**src/rtl/icap_pkg.sv**
```systemverilog
// Package: register word addresses shared by the capture unit and its users.
// Assumes a word-addressed port; capture registers occupy a 4-word aligned block.
package icap_pkg;
    localparam int MAX_CH   = 4;
    localparam int A_STATUS = 0;
    localparam int A_IEN    = 1;
    localparam int A_MODE_A = 2;
    localparam int A_MODE_B = 3;
    localparam int A_CTL    = 4;
    localparam int A_CAP0   = 8;
    localparam logic [1:0] SEL_OWN_PIN = 2'b01;
endpackage

```
**src/rtl/icap_edge.sv**
```systemverilog
// Module: two-flop synchroniser and edge qualifier for one capture pin.
// Assumes pin is asynchronous to clk. Output hit is a one-cycle pulse
// when the synchronised pin shows the edge picked by pol/cpol.
module icap_edge (
    input  logic clk,
    input  logic rst_n,
    input  logic pin,
    input  logic pol,
    input  logic cpol,
    output logic hit
);
    logic s1, s2, s3;

    // Synchronise the pin and keep one cycle of history.
    always_ff @(posedge clk) begin
        if (!rst_n) begin
            s1 <= 1'b0;
            s2 <= 1'b0;
            s3 <= 1'b0;
        end else begin
            s1 <= pin;
            s2 <= s1;
            s3 <= s2;
        end
    end

    // Pick rising, falling or both edges from the polarity pair.
    always_comb begin
        if (pol && cpol)
            hit = s2 ^ s3;
        else if (pol)
            hit = !s2 && s3;
        else
            hit = s2 && !s3;
    end
endmodule

```
**src/rtl/icap_channel.sv**
```systemverilog
// Module: one capture channel: select field, control bits, edge path and
// capture register. Assumes write strobes are already address-decoded.
module icap_channel #(
    parameter int CNT_W = 32
) (
    input  logic             clk,
    input  logic             rst_n,
    input  logic             wr_sel,
    input  logic [1:0]       sel_in,
    input  logic             wr_ctl,
    input  logic [3:0]       ctl_in,
    input  logic             pin,
    input  logic [CNT_W-1:0] cnt_value,
    output logic [1:0]       sel_rb,
    output logic [3:0]       ctl_rb,
    output logic [CNT_W-1:0] cap_q,
    output logic             cap_evt
);
    import icap_pkg::*;

    logic en_q, pol_q, cpol_q, hit;

    // Hold the input-select field.
    always_ff @(posedge clk) begin
        if (!rst_n)      sel_rb <= 2'b00;
        else if (wr_sel) sel_rb <= sel_in;
    end

    // Hold enable and polarity bits; the spare nibble bit is not stored.
    always_ff @(posedge clk) begin
        if (!rst_n) begin
            en_q   <= 1'b0;
            pol_q  <= 1'b0;
            cpol_q <= 1'b0;
        end else if (wr_ctl) begin
            en_q   <= ctl_in[0];
            pol_q  <= ctl_in[1];
            cpol_q <= ctl_in[3];
        end
    end

    assign ctl_rb = {cpol_q, 1'b0, pol_q, en_q};

    icap_edge u_edge (
        .clk   (clk),
        .rst_n (rst_n),
        .pin   (pin),
        .pol   (pol_q),
        .cpol  (cpol_q),
        .hit   (hit)
    );

    assign cap_evt = hit && en_q && (sel_rb == SEL_OWN_PIN);

    // Latch the counter on a qualified edge.
    always_ff @(posedge clk) begin
        if (!rst_n)       cap_q <= '0;
        else if (cap_evt) cap_q <= cnt_value;
    end

    // a capture takes the counter value of that very cycle.
    a_r2_latch_value: assert property (@(posedge clk) disable iff (!rst_n)
        cap_evt |=> cap_q == $past(cnt_value));
    // without a capture event the register holds.
    a_r5_hold_value: assert property (@(posedge clk) disable iff (!rst_n)
        !cap_evt |=> $stable(cap_q));
endmodule

```
**src/rtl/icap_unit.sv**
```systemverilog
// Module: top of the input capture unit: register port, status and
// interrupt-enable registers, and NCH channels (NCH <= 4).
// Assumes one-cycle write strobes; reads are combinational.
module icap_unit #(
    parameter int NCH    = 4,
    parameter int CNT_W  = 32,
    parameter int ADDR_W = 4
) (
    input  logic              clk,
    input  logic              rst_n,
    input  logic [ADDR_W-1:0] bus_addr,
    input  logic              bus_wr,
    input  logic [31:0]       bus_wdata,
    output logic [31:0]       bus_rdata,
    input  logic [CNT_W-1:0]  cnt_value,
    input  logic              cnt_update,
    input  logic [3:0]        cap_pin,
    output logic              irq
);
    import icap_pkg::*;

    localparam int NFLAG = NCH + 1;
    localparam logic [MAX_CH:0] FLAG_MASK = (MAX_CH+1)'((1 << NFLAG) - 1);

    logic [MAX_CH:0]  status_q, status_d, ien_q;
    logic [MAX_CH-1:0] cap_evt;
    logic [1:0]       sel_rb [MAX_CH];
    logic [3:0]       ctl_rb [MAX_CH];
    logic [CNT_W-1:0] cap_rb [MAX_CH];
    logic wr_status, wr_ien, wr_ctl;
    logic unused_wdata;

    assign wr_status = bus_wr && (bus_addr == ADDR_W'(A_STATUS));
    assign wr_ien    = bus_wr && (bus_addr == ADDR_W'(A_IEN));
    assign wr_ctl    = bus_wr && (bus_addr == ADDR_W'(A_CTL));
    assign unused_wdata = ^bus_wdata[31:16];

    genvar i;
    generate
        for (i = 0; i < MAX_CH; i++) begin : g_ch
            if (i < NCH) begin : g_on
                localparam int MREG = (i < 2) ? A_MODE_A : A_MODE_B;
                localparam int MOFF = (i % 2) * 8;
                icap_channel #(.CNT_W(CNT_W)) u_ch (
                    .clk       (clk),
                    .rst_n     (rst_n),
                    .wr_sel    (bus_wr && (bus_addr == ADDR_W'(MREG))),
                    .sel_in    (bus_wdata[MOFF +: 2]),
                    .wr_ctl    (wr_ctl),
                    .ctl_in    (bus_wdata[4*i +: 4]),
                    .pin       (cap_pin[i]),
                    .cnt_value (cnt_value),
                    .sel_rb    (sel_rb[i]),
                    .ctl_rb    (ctl_rb[i]),
                    .cap_q     (cap_rb[i]),
                    .cap_evt   (cap_evt[i])
                );
                // a capture leaves its flag set, even against a clear.
                a_r8_capture_wins: assert property (@(posedge clk) disable iff (!rst_n)
                    cap_evt[i] |=> status_q[i+1]);
            end else begin : g_off
                assign sel_rb[i]  = 2'b00;
                assign ctl_rb[i]  = 4'b0000;
                assign cap_rb[i]  = '0;
                assign cap_evt[i] = 1'b0;
            end
        end
    endgenerate

    // Next status: write-0 clears, then hardware events set.
    always_comb begin
        status_d = status_q;
        if (wr_status) status_d = status_d & bus_wdata[MAX_CH:0];
        status_d = (status_d | {cap_evt, cnt_update}) & FLAG_MASK;
    end

    // Status and interrupt-enable registers.
    always_ff @(posedge clk) begin
        if (!rst_n) begin
            status_q <= '0;
            ien_q    <= '0;
        end else begin
            status_q <= status_d;
            if (wr_ien) ien_q <= bus_wdata[MAX_CH:0] & FLAG_MASK;
        end
    end

    assign irq = |(status_q & ien_q);

    // Read mux; unlisted bits and addresses return zero.
    always_comb begin
        bus_rdata = '0;
        case (int'(bus_addr))
            A_STATUS: bus_rdata[MAX_CH:0] = status_q;
            A_IEN:    bus_rdata[MAX_CH:0] = ien_q;
            A_MODE_A: begin
                bus_rdata[1:0] = sel_rb[0];
                bus_rdata[9:8] = sel_rb[1];
            end
            A_MODE_B: begin
                bus_rdata[1:0] = sel_rb[2];
                bus_rdata[9:8] = sel_rb[3];
            end
            A_CTL: begin
                for (int k = 0; k < MAX_CH; k++) bus_rdata[4*k +: 4] = ctl_rb[k];
            end
            A_CAP0, A_CAP0+1, A_CAP0+2, A_CAP0+3:
                bus_rdata[CNT_W-1:0] = cap_rb[bus_addr[1:0]];
            default: bus_rdata = '0;
        endcase
    end

    // an update pulse always sets flag 0.
    a_r6_update_sets: assert property (@(posedge clk) disable iff (!rst_n)
        cnt_update |=> status_q[0]);
    // writing 0 to flag 0 with no update pending clears it.
    a_r7_zero_clears: assert property (@(posedge clk) disable iff (!rst_n)
        (wr_status && !bus_wdata[0] && !cnt_update) |=> !status_q[0]);
    // no enables means no interrupt.
    a_r9_irq_masked: assert property (@(posedge clk) disable iff (!rst_n)
        (ien_q == '0) |-> !irq);
    // reset leaves the interrupt low.
    a_r1_reset_quiet: assert property (@(posedge clk)
        !rst_n |=> !irq);
endmodule

```
**config.mk**
```make
export PLATFORM = sky130hd
export DESIGN_NAME = icap_unit
export DESIGN_NICKNAME = d
export VERILOG_FILES = /design/src/rtl/icap_pkg.sv /design/src/rtl/icap_edge.sv /design/src/rtl/icap_channel.sv /design/src/rtl/icap_unit.sv
export SDC_FILE = /design/constraint.sdc
export NUM_CORES = 1
export LEC_CHECK = 0
export ABC_AREA = 1
export BUFFER_PORTS_ARGS = -buffer_cell sky130_fd_sc_hd__buf_2
export CAP_MARGIN = 20
export CORE_ASPECT_RATIO = 1.4
export CORE_MARGIN = 2
export CORE_UTILIZATION = 50
export CTS_CLUSTER_DIAMETER = 50
export DETAILED_ROUTE_END_ITERATION = 7
export PLACE_DENSITY_LB_ADDON = 0.12
export SETUP_SLACK_MARGIN = 0.2
export SYNTH_ARGS = -nofsm -noshare
export SYNTH_HDL_FRONTEND = slang
export SYNTH_SLANG_ARGS = --single-unit
```
**constraint.sdc**
```tcl
create_clock -name clk -period 4.2 [get_ports clk]
set_input_delay 0.63 -clock clk [delete_from_list [all_inputs] [get_ports clk]]
set_output_delay 0.63 -clock clk [all_outputs]
set_load 0.01 [all_outputs]
```
==> run metrics <==
status finished, final reports clean; CP Capture Type primary output; worst slack, placed 1.27 ns; layout cells sized above 1 0.119; flops & latches, synth 170; Clk pin slew, worst setup/hold paths 0.06 ns; largest net degree at the start of global routing 63; Worst-Skew Late Latency 0.43 ns; Fmax 347 MHz; Starting Density 0.510; core footprint 16800 um2; width of the chip 115 um; Ys Warns 0; Post-synth EDFFs 0; via/cell ratio 5.31; IO Port Bufs 89; crit path launch type input pin; ant diodes 0; WS Path Type in2out; worst relative slew slack 0.337; commonest non-fill, non-tap cell in the layout nand2_1; Routability Congestion 0.808; clk sinks 170; Least-Margin Pin Slew 0.993 ns; Worst path most repeated cell nand2_1; Syn Area/Cell 6.64 um2; initial antenna violation count 0; H-tree Lvls 4; Hold Fails Final Rpt 0; DRT iter0 DRCs 541; prevailing post-synth register cell dfxtp_1; Final ANT Viol Nets 0; cells along the critical path buf_2 -> inv_4 -> nor2_4 -> buf_4 -> nand2_1 -> nand4_1 -> nand2_1 -> nand2_1 -> buf_2; Psw 0.000791 W; hold slack 0.379 ns; via count 8124; Flop pwr share 0.467; root buf cell clkbuf_16; Finish-stage setup viols 0; worst hold-check path type in2reg; Mapped Area 8580 um2; nets 1402; Post-CTS Hold Buffers 0; GR Util All Layers 0.247; Crit-path slowest cell nor2_4; post-synthesis sequential area ratio 0.397; io pins 109; TritonRoute pass-1 iters 5; Post-Syn Instances 1292; Avg WL per Cell 14.7 um; RSZ-0062 raised after global routing no; die area 18200 um2; Leak 4.12 nW; Post-CTS Resized 0; first-pass GRT wire length 36800 um; Detailed Place HPWL 13300 um; max-cap violations 0; Tcrit/Tclk final 0.687; pwr/cell area 368 nW/um2; DRC 0; fin crit period 2.88 ns; Layout area overhead 10.4%; Worst VDD drop 0.285 mV; clock buffer count from CTS 17; largest stage delay on the critical path 0.46 ns; CTS Buffer Depth 2; most frequent cells in the layout nand2_1 (384), dfxtp_1 (170), nand3_1 (166), a21oi_1 (160), nor2_1 (145); CP Data Arrival Time 2.25 ns; WP data required 3.57 ns; count of cell types in the netlist 22; Fin Setup TNS 0 ns; asr flop ratio synth 0; Comb power frac 0.059; switch share 0.227; CTS tree yes; die extent in y 159 um; maximum fanout along the worst path 19; GRT overflow 0; Filler cells 1729; Max Slew Vio Count 0; final WL 22500 um; setup ws final 1.32 ns; Setup Buffers After CTS 0; vias in the first global route 7347; clock power share 0.474; syn_nets 1376; Setup Skew 0.00968 ns; Rows 56; internal power 0.00269 W
-- worst paths after layout --
kind | slack [ns] | cells after the start | end | from
setup / recovery | 1.32 | 9 | bus_rdata[13] | bus_addr[0]
hold reg to reg | 0.42 | 2 | g_ch[1].g_on.u_ch.u_edge.s2$_SDFF_PN0_ | g_ch[1].g_on.u_ch.u_edge.s1$_SDFF_PN0_
hold / removal | 0.38 | 3 | g_ch[2].g_on.u_ch.u_edge.s1$_SDFF_PN0_ | cap_pin[2]
setup reg to reg | 1.78 | 8 | g_ch[0].g_on.u_ch.cap_q[11]$_SDFFE_PN0P_ | g_ch[0].g_on.u_ch.u_edge.s2$_SDFF_PN0_
-- stage by stage --
stage          utilization  instance area, um2  power (W)  instances
6_report             0.563                9480    0.00349       1531
3_3_place_gp         0.523                8790    0.00186       1499
3_5_place_dp         0.523                8790    0.00187       1499
5_1_grt              0.563                9480    0.00360       1531
2_1_floorplan            -                8580    0.00180       1292
4_1_cts              0.559                9400    0.00351       1528
-- routing by layer --
layer | global-route usage | vias up | wire, um
li1 | - | 4183 | -
met1 | 0.334 | 3678 | 10500
met2 | 0.400 | 232 | 10600
met3 | 0.0464 | 31 | 1070
met4 | 0.0717 | 0 | 354
met5 | 0 | - | 0
-- power groups by stage --
stage | clock network (W) | registers [W] | logic, W
global placement | 0 | 0.00166 | 0.000202
global route | 0.00174 | 0.00163 | 0.000227
detailed placement | 0 | 0.00166 | 0.000203
CTS | 0.00168 | 0.00163 | 0.000204
finish | 0.00165 | 0.00163 | 0.000205
floorplan | 0 | 0.00166 | 0.000140
-- registers in the layout, summed over array words and instances (netlist names), 5 cells and up --
register and flops:
g_ch.g_on.u_ch.cap_q 128, g_ch.g_on.u_ch.sel_rb 8, ien_q 5, status_q 5
-- Yosys cell counts (2+ instances only) --
library cell | count | area [um2]
a21oi_1 | 160 | 801
and2_1 | 19 | 119
buf_2 | 34 | 170
buf_4 | 30 | 225
buf_6 | 16 | 180
clkbuf_1 | 19 | 71.3
dfxtp_1 | 170 | 3400
ha_1 | 8 | 100
inv_1 | 80 | 300
inv_2 | 4 | 15.0
nand2_1 | 384 | 1440
nand2_2 | 2 | 12.5
nand3_1 | 170 | 851
nand4_1 | 34 | 213
nor2_1 | 150 | 563
nor2_2 | 2 | 12.5
nor2_4 | 5 | 56.3
-- area by class of cell --
class / count / area, um2 / area share
multi-input cells: 937 / 4260 / 0.449
flip-flops and latches: 170 / 3400 / 0.359
repair buffers: 106 / 628 / 0.0663
clock buffers: 22 / 464 / 0.0490
inverters: 86 / 327 / 0.0345
well taps: 203 / 254 / 0.0268
clock inverters: 7 / 141 / 0.0149
-- worst max-delay path: cells and delay by family --
| kind | cells | cell delay, ns |
|---|---|---|
| AND/OR/NAND/NOR | 5 | 0.78 |
| buffers and inverters | 4 | 0.83 |
-- logic make-up (layout without fill, tap and decap cells) --
| group | count (synthesis) | after routing | share of synthesized area |
|---|---|---|---|
| DFF | 170 | 170 | 0.397 |
| AOI/OAI and AO/OA | 161 | 161 | 0.0939 |
| buffers and inverters | 185 | 221 | 0.113 |
| adders and majority gates | 8 | 8 | 0.0117 |
| and+or+nand+nor | 768 | 768 | 0.384 |
No activity file was read; power rests on OpenSTA's default activity.
